## src/rtl/nonov_pkg.sv

```systemverilog
`timescale 1ns/1ps
package nonov_pkg;
   typedef enum logic [2:0] {
      ST_OFF     = 3'd0,
      ST_WAIT_LO = 3'd1,   // heading for high side, waiting for low gate off
      ST_HI      = 3'd2,
      ST_WAIT_HI = 3'd3,   // heading for low side, waiting for high gate off
      ST_LO      = 3'd4
   } drv_state_e;
endpackage

```

## src/rtl/nonov_sync.sv

```systemverilog
`timescale 1ns/1ps
module nonov_sync #(
   parameter int STAGES = 2,
   parameter int WIDTH  = 2
) (
   input  logic             clk,
   input  logic             rst_n,
   input  logic [WIDTH-1:0] d_i,
   output logic [WIDTH-1:0] q_o
);
   generate
      if (STAGES < 2) begin : g_bad
         $error("nonov_sync: STAGES must be at least 2");
      end
      for (genvar b = 0; b < WIDTH; b++) begin : g_bit
         logic [STAGES-1:0] chain_q;
         // reset to 1: a gate is assumed on until proven off
         always_ff @(posedge clk or negedge rst_n) begin
            if (!rst_n) chain_q <= '1;
            else        chain_q <= {chain_q[STAGES-2:0], d_i[b]};
         end
         assign q_o[b] = chain_q[STAGES-1];
      end
   endgenerate
endmodule

```

## src/rtl/nonov_timer.sv

```systemverilog
`timescale 1ns/1ps
module nonov_timer #(
   parameter int LIMIT = 8
) (
   input  logic clk,
   input  logic rst_n,
   input  logic run_i,
   input  logic restart_i,
   output logic expire_o
);
   localparam int CW = $clog2(LIMIT + 1);
   localparam logic [CW-1:0] LAST = CW'(LIMIT - 1);

   logic [CW-1:0] cnt_q;

   assign expire_o = run_i && (cnt_q == LAST);

   always_ff @(posedge clk or negedge rst_n) begin
      if (!rst_n)                  cnt_q <= '0;
      else if (restart_i || !run_i) cnt_q <= '0;
      else if (!expire_o)          cnt_q <= cnt_q + 1'b1;
   end
endmodule

```

## src/rtl/nonov_fsm.sv

```systemverilog
`timescale 1ns/1ps
module nonov_fsm
   import nonov_pkg::*;
(
   input  logic clk,
   input  logic rst_n,
   input  logic en_i,
   input  logic fault_i,
   input  logic pwm_i,
   input  logic hi_on_i,
   input  logic lo_on_i,
   input  logic expire_i,
   output logic waiting_o,
   output logic restart_o,
   output logic hi_drv_o,
   output logic lo_drv_o
);
   drv_state_e st_q, st_nx;

   always_comb begin
      st_nx = st_q;
      if (!en_i || fault_i) begin
         st_nx = ST_OFF;
      end else begin
         unique case (st_q)
            ST_OFF:     st_nx = pwm_i ? ST_WAIT_LO : ST_WAIT_HI;
            ST_WAIT_LO: if (!pwm_i)                     st_nx = ST_WAIT_HI;
                        else if (!lo_on_i || expire_i) st_nx = ST_HI;
            ST_HI:      if (!pwm_i)                     st_nx = ST_WAIT_HI;
            ST_WAIT_HI: if (pwm_i)                      st_nx = ST_WAIT_LO;
                        else if (!hi_on_i || expire_i) st_nx = ST_LO;
            ST_LO:      if (pwm_i)                      st_nx = ST_WAIT_LO;
            default:    st_nx = ST_OFF;
         endcase
      end
   end

   assign waiting_o = (st_q == ST_WAIT_LO) || (st_q == ST_WAIT_HI);
   assign restart_o = (st_nx != st_q);

   // drive outputs are flops of their own: no decode glitches at the pins
   always_ff @(posedge clk or negedge rst_n) begin
      if (!rst_n) begin
         st_q     <= ST_OFF;
         hi_drv_o <= 1'b0;
         lo_drv_o <= 1'b0;
      end else begin
         st_q     <= st_nx;
         hi_drv_o <= (st_nx == ST_HI);
         lo_drv_o <= (st_nx == ST_LO);
      end
   end
endmodule

```

## src/rtl/gate_nonoverlap_ctrl.sv

```systemverilog
`timescale 1ns/1ps
module gate_nonoverlap_ctrl #(
   parameter int TIMEOUT_CYC = 8,
   parameter int SYNC_STAGES = 2
) (
   input  logic clk,
   input  logic rst_n,
   input  logic en_i,
   input  logic fault_i,
   input  logic pwm_i,
   input  logic hi_gate_fb_i,
   input  logic lo_gate_fb_i,
   output logic hi_drv_o,
   output logic lo_drv_o
);
   localparam int FB_W = 2;

   generate
      if (TIMEOUT_CYC < 2) begin : g_bad_tmo
         $error("gate_nonoverlap_ctrl: TIMEOUT_CYC must be at least 2");
      end
   endgenerate

   logic [FB_W-1:0] fb_sync;
   logic            waiting, restart, expire;

   nonov_sync #(.STAGES(SYNC_STAGES), .WIDTH(FB_W)) u_sync (
      .clk   (clk),
      .rst_n (rst_n),
      .d_i   ({hi_gate_fb_i, lo_gate_fb_i}),
      .q_o   (fb_sync)
   );

   nonov_timer #(.LIMIT(TIMEOUT_CYC)) u_timer (
      .clk       (clk),
      .rst_n     (rst_n),
      .run_i     (waiting),
      .restart_i (restart),
      .expire_o  (expire)
   );

   nonov_fsm u_fsm (
      .clk       (clk),
      .rst_n     (rst_n),
      .en_i      (en_i),
      .fault_i   (fault_i),
      .pwm_i     (pwm_i),
      .hi_on_i   (fb_sync[1]),
      .lo_on_i   (fb_sync[0]),
      .expire_i  (expire),
      .waiting_o (waiting),
      .restart_o (restart),
      .hi_drv_o  (hi_drv_o),
      .lo_drv_o  (lo_drv_o)
   );
endmodule

```

## config.mk

```make
export PLATFORM = sky130hd
export DESIGN_NAME = gate_nonoverlap_ctrl
export DESIGN_NICKNAME = d
export VERILOG_FILES = /design/src/rtl/nonov_pkg.sv /design/src/rtl/nonov_sync.sv /design/src/rtl/nonov_timer.sv /design/src/rtl/nonov_fsm.sv /design/src/rtl/gate_nonoverlap_ctrl.sv
export SDC_FILE = /design/constraint.sdc
export NUM_CORES = 1
export LEC_CHECK = 0
export BUFFER_PORTS_ARGS = -buffer_cell sky130_fd_sc_hd__clkbuf_2
export CORE_MARGIN = 5
export CORE_UTILIZATION = 56
export CTS_BUF_LIST = sky130_fd_sc_hd__clkbuf_4 sky130_fd_sc_hd__clkbuf_8
export DETAILED_ROUTE_END_ITERATION = 8
export GPL_TIMING_DRIVEN = 0
export PLACE_DENSITY = 0.77
export SLEW_MARGIN = 20
export SYNTH_ARGS = -nofsm -noshare
export SYNTH_HDL_FRONTEND = slang
export SYNTH_HIERARCHICAL = 1
export SYNTH_SLANG_ARGS = --single-unit
```

## constraint.sdc

```tcl
create_clock -name clk -period 3.9 [get_ports clk]
set_clock_uncertainty 0.05 [all_clocks]
set_input_delay 0.78 -clock clk [delete_from_list [all_inputs] [get_ports clk]]
set_output_delay 0.78 -clock clk [all_outputs]
set_load 0.01 [all_outputs]
```

# Word-level counts from Yosys, hierarchy flattened
# Index checks and enable logic that the tools add are counted.
# Widths: inputs -> output; s select.
[totals] regBits=13 inputBits=7 wordCells=38
[op_classes] add_sub_neg=1 n_eq_ne=9 mux=11 n_reduce_logical=11
[op_table] operator="$mux 3" n=7
[op_table] operator="$pmux 3 s5" n=1
[op_table] operator="$eq 3x2->1 const B" n=3
[op_table] operator="$mux 4" n=2
[op_table] operator="$eq 3x3->1 const B" n=2
[op_table] operator="$logic_or 1x1->1" n=5
[op_table] operator="$add 4x1->4 const B" n=1
[op_table] operator="$eq 4x3->1 const B" n=1
[op_table] operator="$logic_not 1->1" n=4
[op_table] operator="$eq 3x1->1 const B" n=1
[op_table] operator="$logic_not 3->1" n=1
[op_table] operator="$ne 3x3->1" n=1
[op_table] operator="$mux 2" n=1
[op_table] operator="$ne 2x2->1 const B" n=1
[op_table] operator="$logic_and 1x1->1" n=1

# Longest topological paths before layout
# Gate-level depths: netlist (run 1).
[logic_depth] word_depth=11 depth_mapped=10 ltp_nobuf=9

# Hierarchy
# The synthesis (run 1) kept the hierarchy.
[modules_own_cells] mod="nonov_fsm" n_inst=1 cells_each=42 area_each_um2=405.4
[modules_own_cells] mod="nonov_timer" n_inst=1 cells_each=19 area_each_um2=221.5
[modules_own_cells] mod="nonov_sync" n_inst=1 cells_each=6 area_each_um2=120.1

# Worst setup path before layout (run 1)
# OpenSTA, ideal clock, no wires.
[synth_timing] path_kind="flip-flop to flip-flop" start="register u_timer.cnt_q[0]" end="register u_timer.cnt_q[3]" setup_ns=0.080 arrival_time_ns=1.906 required_time_ns=3.770 setup_slack_ns=1.863 stages_incl_launch_ff=10 path_buffers=0 synth_period_minus_slack_ns=2.037 cell_sequence="dfrtp_1 ha_1 nand4b_4 clkinv_2 nand2b_4 a211o_1 a222oi_1 o21ai_1 nand2b_1 nor3_2"
[synth_between] elab_chain_len=10 elab_cells_between_ends=16 cone_classes="1 x add/sub; 3 x eq/ne; 8 x mux; 4 x reduce/logical"
[synth_rtl] item="start: declaration" line="nonov_timer.sv:14" text="logic [CW-1:0] cnt_q;"
[synth_rtl] item="start signal: assignment" line="nonov_timer.sv:21" text="else if (!expire_o) cnt_q <= cnt_q + 1'b1;"
[synth_rtl] item="$eq 4x3->1 (*)" line="nonov_timer.sv:16" text="assign expire_o = run_i && (cnt_q == LAST);"
[synth_rtl] item="$logic_and 1x1->1 (*)" line="nonov_timer.sv:16"
[synth_rtl] item="named net expire" line="gate_nonoverlap_ctrl.sv:25" text="logic waiting, restart, expire;"
[synth_rtl] item="$logic_or 1x1->1, on equally long branches" line="nonov_fsm.sv:31, nonov_fsm.sv:28"
[synth_rtl] item="$mux 3, on equally long branches" line="nonov_fsm.sv:31, nonov_fsm.sv:28"
[synth_rtl] item="$mux 3, on equally long branches" line="nonov_fsm.sv:30, nonov_fsm.sv:27"
[synth_rtl] item="$pmux 3 s5 (*)" line="nonov_fsm.sv:25" text="unique case (st_q)"
[synth_rtl] item="$mux 3 (*)" line="nonov_fsm.sv:22" text="if (!en_i || fault_i) begin"
[synth_rtl] item="$ne 3x3->1 (*)" line="nonov_fsm.sv:39" text="assign restart_o = (st_nx != st_q);"
[synth_rtl] item="named net restart" line="gate_nonoverlap_ctrl.sv:25"
[synth_rtl] item="$logic_or 1x1->1 (*)" line="nonov_timer.sv:20" text="else if (restart_i || !run_i) cnt_q <= '0;"
[synth_rtl] item="$ne 2x2->1 (no line) or $mux 4 (tied branches)"
# The timed path passes the listed nets; every way through them passes the cells marked *. The select of a mux whose other input is x is not followed.
# A chain may end at the register's enable or synchronous reset.

# Worst setup path in the final report (run 1)
# Same ends and word-level chain as after synthesis.

==> summary.txt, run 1 <==
Status
  • Status: completed

Synth
  • Fraction of registers with async set/reset: 1.00
  • Combinational family with the most area after synthesis: simple AND/OR/NAND/NOR gates
  • Post-synthesis sequential area ratio: 0.442
  • Post-synth EDFFs: 0
  • Synth Net Count: 75
  • Ys Warns: 6
  • Top_reg_cell synth: dfrtp_1
  • FF+latch count, synth: 13
  • Adder-Cell Fraction of Synth Area: 0.0168
  • Compound-Gate Fraction of Synth Area: 0.147
  • Ranking of synthesized cells by area: dfrtp_1, dfstp_2, nand2b_4
  • Post-synth top area cell: dfrtp_1
  • Synth Cell Area: about 750 sq um
  • Synth unique cells: 40
  • Synthesized instance count: 67
  • Multiplexer share of the synthesized area: 0
  • Yosys top cell area share: 0.302
  • Mean post-synth cell area: around 11 sq um
  • Simple-gate portion of the synthesized area: 0.286
  • Post-Synth XOR/XNOR Area: 0.0235

Place
  • Worst slack, placed: 1.68 ns
  • DP Area: approximately 800 sq um
  • Post-DP HPWL: 880 um
  • GP Congestion: 0.730
  • I/O Buffers: 7

Layout
  • Design area: 831 sq um
  • Fillers: 110
  • Final net count: 87
  • Share of cells above drive strength 1: 0.410
  • Antenna diodes: 0
  • Area occupied by multi-input gates: 354 sq um
  • Register area: 330 sq um
  • Commonest non-fill, non-tap cell in the layout: dfrtp_1
  • Commonest cells after routing, fill and taps aside: dfrtp_1, clkbuf_2, nor2_1
  • Area delta synth->final: 11.2%

Routing
  • Drt first pass iters: 4
  • Post-Route WL: about 1.2 mm
  • # DRC: 0
  • WL/cell: 12.9 um
  • Antenna-violating nets left: 0
  • Via-per-instance ratio: 5.60
  • Via count: 521
  • Initial DRC Count: 15

Clocking
  • Post_cts resized: 0
  • CTS tree: done
  • Clk sink count: 13
  • CTS Buf Count: 3
  • Clock buffer depth: 2
  • CTS root buffer: clkbuf_4
  • Clock transition at path regs: about 0.070 ns
  • H-Tree Depth: 1
  • Cts hold-fix bufs: 0
  • Post-CTS setup buffer count: 0
  • Latest clock arrival within the worst-skew pair: 0.27 ns

STA
  • Worst Tran Pin Value: 0.327 ns
  • Final Cycle Share: 0.578
  • Unrepaired setup endpoints after global routing: no
  • Fin crit period: 2.26 ns
  • Max-slew violations: 0
  • Fmax: between 0.4 and 0.5 GHz
  • Relative slew slack: 0.782
  • Endpoints failing setup: 0
  • Hold Fails Final Rpt: 0
  • Post-Route Setup TNS: 0 ns
  • Setup WS post-layout: 1.64 ns

Floorplanning
  • Die width: 46.5 um
  • Io pins: 9
  • Die Y: around 47 um
  • Core area: about 1300 sq um
  • Die Area: 2160 sq um
  • Row cnt: 13
  • Starting Density: 0.581

Power
  • Power per cell area: 323 nW/um^2
  • Peak supply drop: 0.211 mV
  • Leakage power: 0.403 nW
  • Power consumption: 0.000268 W

Global routing
  • Vias in the first global route: about 470
  • Grt ovf: 0
  • GR Util All Layers: 0.139
  • Global-route wire length before repair: ~2.1 mm
  • Largest net degree at the start of global routing: 14
  • Antenna violations before repair: 0

Run
  • Max cap viols: 0

Critical path
  • Max FO, Critical Path: 5
  • Data arrival, critical path: between 2 and 2.5 ns
  • Critical path class: flop to flop
  • CP endpoint kind: flop
  • Worst endpoint required time: approximately 4.0 ns
  • CP startpoint kind: flop

Worst hold path
  • Worst hold path class: flop to flop
[synthesized netlist by cell type (2+ instances only)]
library cell,n
dfstp_2,4
nor3b_1,2
buf_6,2
dfrtp_1,9
nand2b_1,2
nand2b_4,2
nor2_1,6
a211o_1,3
buf_4,3
nor3_2,2
a31oi_1,3
[state kept, by name, indices dropped and copies added (netlist names)]
register and cells:
u_fsm/hi_drv_o 1, u_fsm/lo_drv_o 1, u_fsm/st_q 3, u_sync/g_bit.chain_q 4
u_timer/cnt_q 4
[metrics by stage]
step           cells  hold slack [ns]   util
2_1_floorplan     67            0.295      -
3_3_place_gp      89            0.295  0.623
3_5_place_dp      89            0.298  0.623
4_1_cts           93            0.309  0.647
5_1_grt           93            0.319  0.647
6_report          93            0.307  0.647
[cell type report]
type / count / share of cell area
repair buffers: 7 / 0.0422
well taps: 15 / 0.0226
multi-input cells: 45 / 0.426
flip-flops and latches: 13 / 0.398
inverters: 3 / 0.0151
plain buffers: 6 / 0.0602
clock buffers: 4 / 0.0361
[path summary, 6_finish.rpt]
check                                                             to  depth (start not counted)  slack, ns                                 start
worst min-delay path            u_sync/g_bit[0].chain_q[1]$_DFF_PN1_                          0       0.31  u_sync/g_bit[0].chain_q[0]$_DFF_PN1_
worst min register to register  u_sync/g_bit[0].chain_q[1]$_DFF_PN1_                          0       0.31  u_sync/g_bit[0].chain_q[0]$_DFF_PN1_
max in group asynchronous       u_sync/g_bit[1].chain_q[0]$_DFF_PN1_                          1       3.17                                 rst_n
min in group asynchronous                   u_fsm/lo_drv_o$_DFF_PN0_                          1       0.34                                 rst_n
worst max-delay path                    u_timer/cnt_q[3]$_DFFE_PN0P_                          9       1.64          u_timer/cnt_q[0]$_DFFE_PN0P_
worst max register to register          u_timer/cnt_q[3]$_DFFE_PN0P_                          9       1.64          u_timer/cnt_q[0]$_DFFE_PN0P_
[where the power goes]
| group | internal (W) | switching [W] |
|---|---|---|
| combinational | 0.0000180 | 0.0000202 |
| sequential | 0.000141 | 0.00000200 |
| clock | 0.0000465 | 0.0000409 |
| total | 0.000205 | 0.0000631 |
[kinds of logic after synthesis]
| family | Yosys count |
|---|---|
| AOI/OAI and AO/OA | 15 |
| xor gates and xnor gates | 2 |
| adders and majority gates | 1 |
| buffers and inverters | 9 |
| DFF | 13 |
| and+or+nand+nor | 27 |
[per-layer routing]
metal / track usage / wire length [um] / vias to the layer above
li1: - / - / 257
met1: 0.165 / 497 / 249
met2: 0.223 / 617 / 13
met3: 0.0234 / 71 / 2
met4: 0.102 / 10 / 0
met5: 0 / 0 / -
[worst max-delay path: stages (launching register included)]
cell and delay (ns):
dfrtp_1 0.42, ha_1 0.27, nand4b_4 0.13, clkinv_2 0.11, nand2b_4 0.17, a211o_1 0.28, a222oi_1 0.28, o21ai_1 0.11
nand2b_1 0.23, nor3_2 0.14
No activity file was read; power rests on OpenSTA's default activity.
==> run 2: changes to the inputs <==
- clock period: 3.9 -> 2.29 ns (I/O delays scaled with it)
==> run 2 against run 1 <==
Effect of this change: non-clock buffer count stayed put; sequential power grew 70%; hold slack got worse by 0.29 ns; core utilization up 0.39 points; critical path type unchanged.
==> summary.txt, run 2 (synthesis gave the netlist of run 1 again) <==
Critical path
  • Max FO, Critical Path: 10 (+5)
  • Critical Path, Cell by Cell: buf_6, nor2b_4, nand4b_4, clkinv_2, nand2b_4, a211o_1, a222oi_1, o21ai_1, nand2b_2, nor3_2
  • Data arrival, critical path: 2.33 ns (-0.07 ns)
  • Max stage delay on crit path: 0.38 ns (-0.04 ns)
  • Worst path slowest cell: dfrtp_1
  • CP startpoint kind: flop
  • Critical path class: flop to flop
  • Worst endpoint required time: 2.43 ns (-1.61 ns)
  • CP endpoint kind: flop

STA
  • Hold Fails Final Rpt: 0 (unchanged)
  • Post-Route Setup TNS: 0 ns (unchanged)
  • Worst hold margin: 0.0169 ns (-0.290 ns)
  • Fmax: 0.456 GHz (+2.9%)
  • Fin crit period: 2.19 ns (-0.0631 ns)
  • Final Cycle Share: 0.957 (+0.379)
  • Unrepaired setup endpoints after global routing: no
  • Endpoints failing setup: 0 (unchanged)
  • Max-slew violations: 0 (unchanged)
  • Relative slew slack: 0.786 (+0.00427)
  • Setup WS post-layout: 0.0975 ns (-1.55 ns)
  • Worst Tran Pin Value: 0.321 ns (-0.00641 ns)

Layout
  • Largest registers: u_sync/g_bit.chain_q (4), u_timer/cnt_q (4), u_fsm/st_q (3)
  • Layout Cells excl Fill: 93 (unchanged)
  • Commonest cells after routing, fill and taps aside: dfrtp_1, clkbuf_2, nor2_1
  • Commonest non-fill, non-tap cell in the layout: dfrtp_1
  • Area delta synth->final: 11.9%
  • Design area: 836 sq um (+0.60%)
  • Final net count: 87 (unchanged)
  • Antenna diodes: 0 (unchanged)
  • Share of cells above drive strength 1: 0.436 (+0.0256)

Floorplanning
  • Row cnt: 13 (unchanged)
  • Die Area: 2160 sq um (unchanged)
  • Die Y: 46.5 um (unchanged)
  • Die width: 46.5 um (unchanged)
  • Starting Density: 0.581 (unchanged)
  • Core area: 1280 sq um (unchanged)
  • Io pins: 9 (unchanged)

Power
  • Peak supply drop: 0.359 mV (+70%)
  • Leakage power: 0.401 nW (-0.61%)
  • Power per cell area: 548 nW/um^2 (+70%)

Place
  • Post-DP HPWL: 880 um (unchanged)
  • GP Congestion: 0.730 (unchanged)
  • Placed cells: 89 (unchanged)
  • I/O Buffers: 7 (unchanged)
  • Worst slack, placed: 0.0652 ns (-1.61 ns)
  • DP Area: 801 sq um (unchanged)

Routing
  • Met3 WL: 58 um (-18%)
  • Drt first pass iters: 4 (unchanged)
  • Initial DRC Count: 13 (-2)
  • WL/cell: 12.7 um (-1.2%)
  • Via count: 516 (-0.96%)
  • Via-per-instance ratio: 5.55 (-0.96%)
  • Uppermost layer routed: met4
  • Post-Route WL: 1.18 mm (-1.2%)
  • # DRC: 0 (unchanged)
  • Met2 WL: 617 um (unchanged)
  • Met1 WL: 496 um (-0.20%)
  • Antenna-violating nets left: 0 (unchanged)

Clocking
  • Clock buffer depth: 2 (unchanged)
  • Clock transition at path regs: 0.07 ns (about the same)
  • Cts hold-fix bufs: 0 (unchanged)
  • Clk sink count: 13 (unchanged)
  • H-Tree Depth: 1 (unchanged)
  • CTS Buf Count: 3 (unchanged)
  • Latest clock arrival within the worst-skew pair: 0.27 ns (about the same)
  • Post-CTS setup buffer count: 0 (unchanged)
  • CTS root buffer: clkbuf_4
  • CTS tree: done

Global routing
  • Grt ovf: 0 (unchanged)
  • Vias in the first global route: 467 (unchanged)
  • Largest net degree at the start of global routing: 14 (unchanged)
  • Antenna violations before repair: 0 (unchanged)
  • GR Util All Layers: 0.139 (unchanged)
  • Global-route wire length before repair: 2.06 mm (unchanged)

Run
  • Max cap viols: 0 (unchanged)

Worst hold path
  • Worst hold path class: input port to async pin

Status
  • Status: completed
-- run 2: timing repair --
item,CTS,global route
hold endpoints to repair,0,0
endpoints found under the setup margin,0,4
resized for setup,0,2
-- run 2: metrics by stage --
stage	util	power, W
after floorplan	-	0.000295
after global placement	0.623	0.000310
after detailed placement	0.623	0.000312
after CTS	0.647	0.000466
after global routing	0.650	0.000487
final	0.650	0.000458
-- run 2: worst paths after layout --
kind | startpoint | to | slack, ns | cells after the start
worst max-delay path | u_fsm/st_q[0]$_DFF_PN0_ | u_timer/cnt_q[3]$_DFFE_PN0P_ | 0.1 | 10
worst min-delay path | rst_n | u_fsm/hi_drv_o$_DFF_PN0_ | 0.02 | 1
worst max register to register | u_fsm/st_q[0]$_DFF_PN0_ | u_timer/cnt_q[3]$_DFFE_PN0P_ | 0.1 | 10
worst min register to register | u_sync/g_bit[0].chain_q[0]$_DFF_PN1_ | u_sync/g_bit[0].chain_q[1]$_DFF_PN1_ | 0.31 | 0
max in group asynchronous | rst_n | u_sync/g_bit[1].chain_q[0]$_DFF_PN1_ | 1.89 | 1
min in group clk | lo_gate_fb_i | u_sync/g_bit[0].chain_q[0]$_DFF_PN1_ | 0.21 | 1
-- run 2: layout make-up --
type	instances	area, sq um
well taps	15	18.8
inverters	3	12.5
fillers	110	449
multi-input cells	45	359
flip-flops and latches	13	330
repair buffers	7	35.0
plain buffers	6	50.0
clock buffers	4	30.0
-- run 2: critical path, delay by kind of cell, from the launching register on --
family,cells,cell delay [ns]
AOI/OAI and AO/OA,3,0.67
buffers and inverters,2,0.25
DFF,1,0.38
and+or+nand+nor,5,0.77
-- run 2: layer usage --
layer	track usage	vias up
met4	0.102	0
li1	-	258
met2	0.223	9
met5	0	-
met1	0.165	247
met3	0.0234	2
-- run 2: power by group --
group / total (W) / leakage (nW) / internal, W / switching, W
Sequential: 0.000243 / 0.166 / 0.000240 / 0.00000342
Clock: 0.000149 / 0.0184 / 0.0000792 / 0.0000694
Combinational: 0.0000661 / 0.216 / 0.0000314 / 0.0000346
Total: 0.000458 / 0.401 / 0.000350 / 0.000107
==> run 3: changes to the inputs <==
==> constraint.sdc (replaced) <==
create_clock -name clk -period 2.13 [get_ports clk]
set_clock_uncertainty 0.05 [all_clocks]
set_input_delay 0.426 -clock clk [delete_from_list [all_inputs] [get_ports clk]]
set_output_delay 0.426 -clock clk [all_outputs]
set_load 0.1 [all_outputs]
==> run 3 against run 2 <==
Effect of this change: the run now ends with setup timing left; non-clock buffer count is 6 higher; first-iteration DRC count is 130% higher; global-route usage is 0.24 points higher; design area is 9.0% higher; clock power is 8% higher; register-to-register slack worse by 0.099 ns; combinational power is 26% higher; worst setup slack worse by 0.099 ns.
==> summary.txt, run 3 (synthesis gave the netlist of run 1 again) <==
Status
  • Status: finished with violations
  • Failing checks: setup timing

Critical path
  • CP startpoint kind: flop
  • Data arrival, critical path: 2.28 ns (-0.05 ns)
  • Critical path class: flop to flop
  • Worst endpoint required time: 2.28 ns (-0.15 ns)
  • CP endpoint kind: flop
  • Max FO, Critical Path: 10 (unchanged)

Global routing
  • Grt ovf: 0 (unchanged)
  • Global-route wire length before repair: 2.10 mm (+1.6%)
  • GR Util All Layers: 0.142 (+0.00240)
  • Vias in the first global route: 471 (+0.86%)
  • Antenna violations before repair: 0 (unchanged)
  • Largest net degree at the start of global routing: 14 (unchanged)

Layout
  • Area delta synth->final: 21.9%
  • Design area: 911 sq um (+9.0%)
  • Post-Route Utilization: 0.709 (+0.0584)
  • Commonest cells after routing, fill and taps aside: dfrtp_1, clkbuf_2, buf_4
  • Commonest non-fill, non-tap cell in the layout: dfrtp_1
  • Area occupied by multi-input gates: 370 sq um (+3.1%)
  • Share of cells above drive strength 1: 0.464 (+0.0284)
  • Antenna diodes: 0 (unchanged)
  • Final net count: 93 (+6.9%)
  • Register area: 330 sq um (unchanged)
  • Largest registers: u_sync/g_bit.chain_q (4), u_timer/cnt_q (4), u_fsm/st_q (3)
  • Fillers: 95 (-14%)

Power
  • Peak supply drop: 0.397 mV (+11%)
  • Leakage power: 0.437 nW (+9.0%)
  • Power per cell area: 555 nW/um^2 (+1.3%)

Routing
  • Via-per-instance ratio: 5.53 (-0.42%)
  • Via count: 547 (+6.0%)
  • Antenna-violating nets left: 0 (unchanged)
  • Drt first pass iters: 5 (+1)
  • # DRC: 0 (unchanged)
  • Post-Route WL: 1.39 mm (+18%)
  • Initial DRC Count: 30 (+17)
  • WL/cell: 14.1 um (+11%)

Place
  • GP Congestion: 0.730 (unchanged)
  • Worst slack, placed: -0.0948 ns (-0.160 ns)
  • DP Area: 801 sq um (unchanged)
  • Post-DP HPWL: 880 um (unchanged)
  • I/O Buffers: 7 (unchanged)

Floorplanning
  • Core area: 1280 sq um (unchanged)
  • Die width: 46.5 um (unchanged)
  • Die Area: 2160 sq um (unchanged)
  • Starting Density: 0.581 (unchanged)
  • Io pins: 9 (unchanged)
  • Die Y: 46.5 um (unchanged)
  • Row cnt: 13 (unchanged)

STA
  • Unrepaired setup endpoints after global routing: yes
  • Fmax: 0.469 GHz (+2.9%)
  • Final Cycle Share: 1.00 (+0.0433)
  • Endpoints failing setup: 1 (+1)
  • Max-slew violations: 0 (unchanged)
  • Relative slew slack: 0.642 (-0.144)
  • Fin crit period: 2.13 ns (-0.0610 ns)
  • Hold Fails Final Rpt: 0 (unchanged)
  • Worst Tran Pin Value: 0.539 ns (+0.218 ns)
  • Setup WS post-layout: -0.00153 ns (-0.0990 ns)

Clocking
  • CTS Buf Count: 3 (unchanged)
  • H-Tree Depth: 1 (unchanged)
  • Latest clock arrival within the worst-skew pair: 0.27 ns (about the same)
  • Clock buffer depth: 2 (unchanged)
  • Clk sink count: 13 (unchanged)
  • CTS tree: done
  • Clock transition at path regs: 0.08 ns (about the same)
  • CTS root buffer: clkbuf_4

Worst hold path
  • Worst hold path class: input port to flop

Run
  • Max cap viols: 0 (unchanged)
run 3: metal layers:
metal  vias up  part of all wire  track usage
li1        269                 -            -
met1       256              0.41        0.165
met2        18              0.52        0.231
met3         4             0.047       0.0234
met4         0             0.019        0.102
met5         -                 0            0
run 3: critical path, stage by stage, from the launching register on:
cell and delay [ns]:
dfrtp_1 0.38, buf_6 0.14, nor2b_4 0.15, nand4b_4 0.13
clkinv_4 0.08, nand2b_4 0.16, a211o_1 0.29, a222oi_1 0.26
o21ai_1 0.12, nand2b_4 0.18, nor3_4 0.11
run 3: power by group:
part / leakage [nW] / switching (W) / internal (W)
combinational: 0.252 / 0.0000451 / 0.0000384
clock: 0.0184 / 0.0000759 / 0.0000852
sequential: 0.166 / 0.00000292 / 0.000258
total: 0.437 / 0.000124 / 0.000381
run 3: final timing paths:
check	cells after the start	end	start	slack (ns)
setup / recovery	10	u_timer/cnt_q[3]$_DFFE_PN0P_	u_fsm/st_q[0]$_DFF_PN0_	-0.002
hold / removal	1	u_sync/g_bit[0].chain_q[0]$_DFF_PN1_	lo_gate_fb_i	0.18
setup reg to reg	10	u_timer/cnt_q[3]$_DFFE_PN0P_	u_fsm/st_q[0]$_DFF_PN0_	-0.002
hold reg to reg	0	u_sync/g_bit[0].chain_q[1]$_DFF_PN1_	u_sync/g_bit[0].chain_q[0]$_DFF_PN1_	0.31
max in group asynchronous	2	u_sync/g_bit[1].chain_q[0]$_DFF_PN1_	rst_n	1.22
min in group asynchronous	2	u_fsm/lo_drv_o$_DFF_PN0_	rst_n	0.52
run 3: area by class of cell:
type,count,share of cell area
inverters,3,0.0179
well taps,15,0.0206
plain buffers,6,0.0549
multi-input cells,45,0.407
clock buffers,4,0.0330
repair buffers,13,0.104
flip-flops and latches,13,0.363
run 3: per-stage QoR:
stage               cells  hold WS (ns)  TNS (ns)  total power [W]
floorplan              67        0.0804         0         0.000320
global placement       89         0.274    -0.307         0.000337
detailed placement     89         0.285    -0.310         0.000339
CTS                    94         0.168         0         0.000509
global route           99         0.162    -0.114         0.000535
finish                 99         0.182  -0.00153         0.000505
run 3: repair_timing:
| action | CTS | global route |
|---|---|---|
| endpoints found under the hold margin | 9 | 0 |
| endpoints found under the setup margin | 4 | 3 |
| gates resized for setup | 4 | 1 |
| setup buffers | 0 | 5 |
| pin swaps | 0 | 2 |
| hold buffers | 1 | 0 |
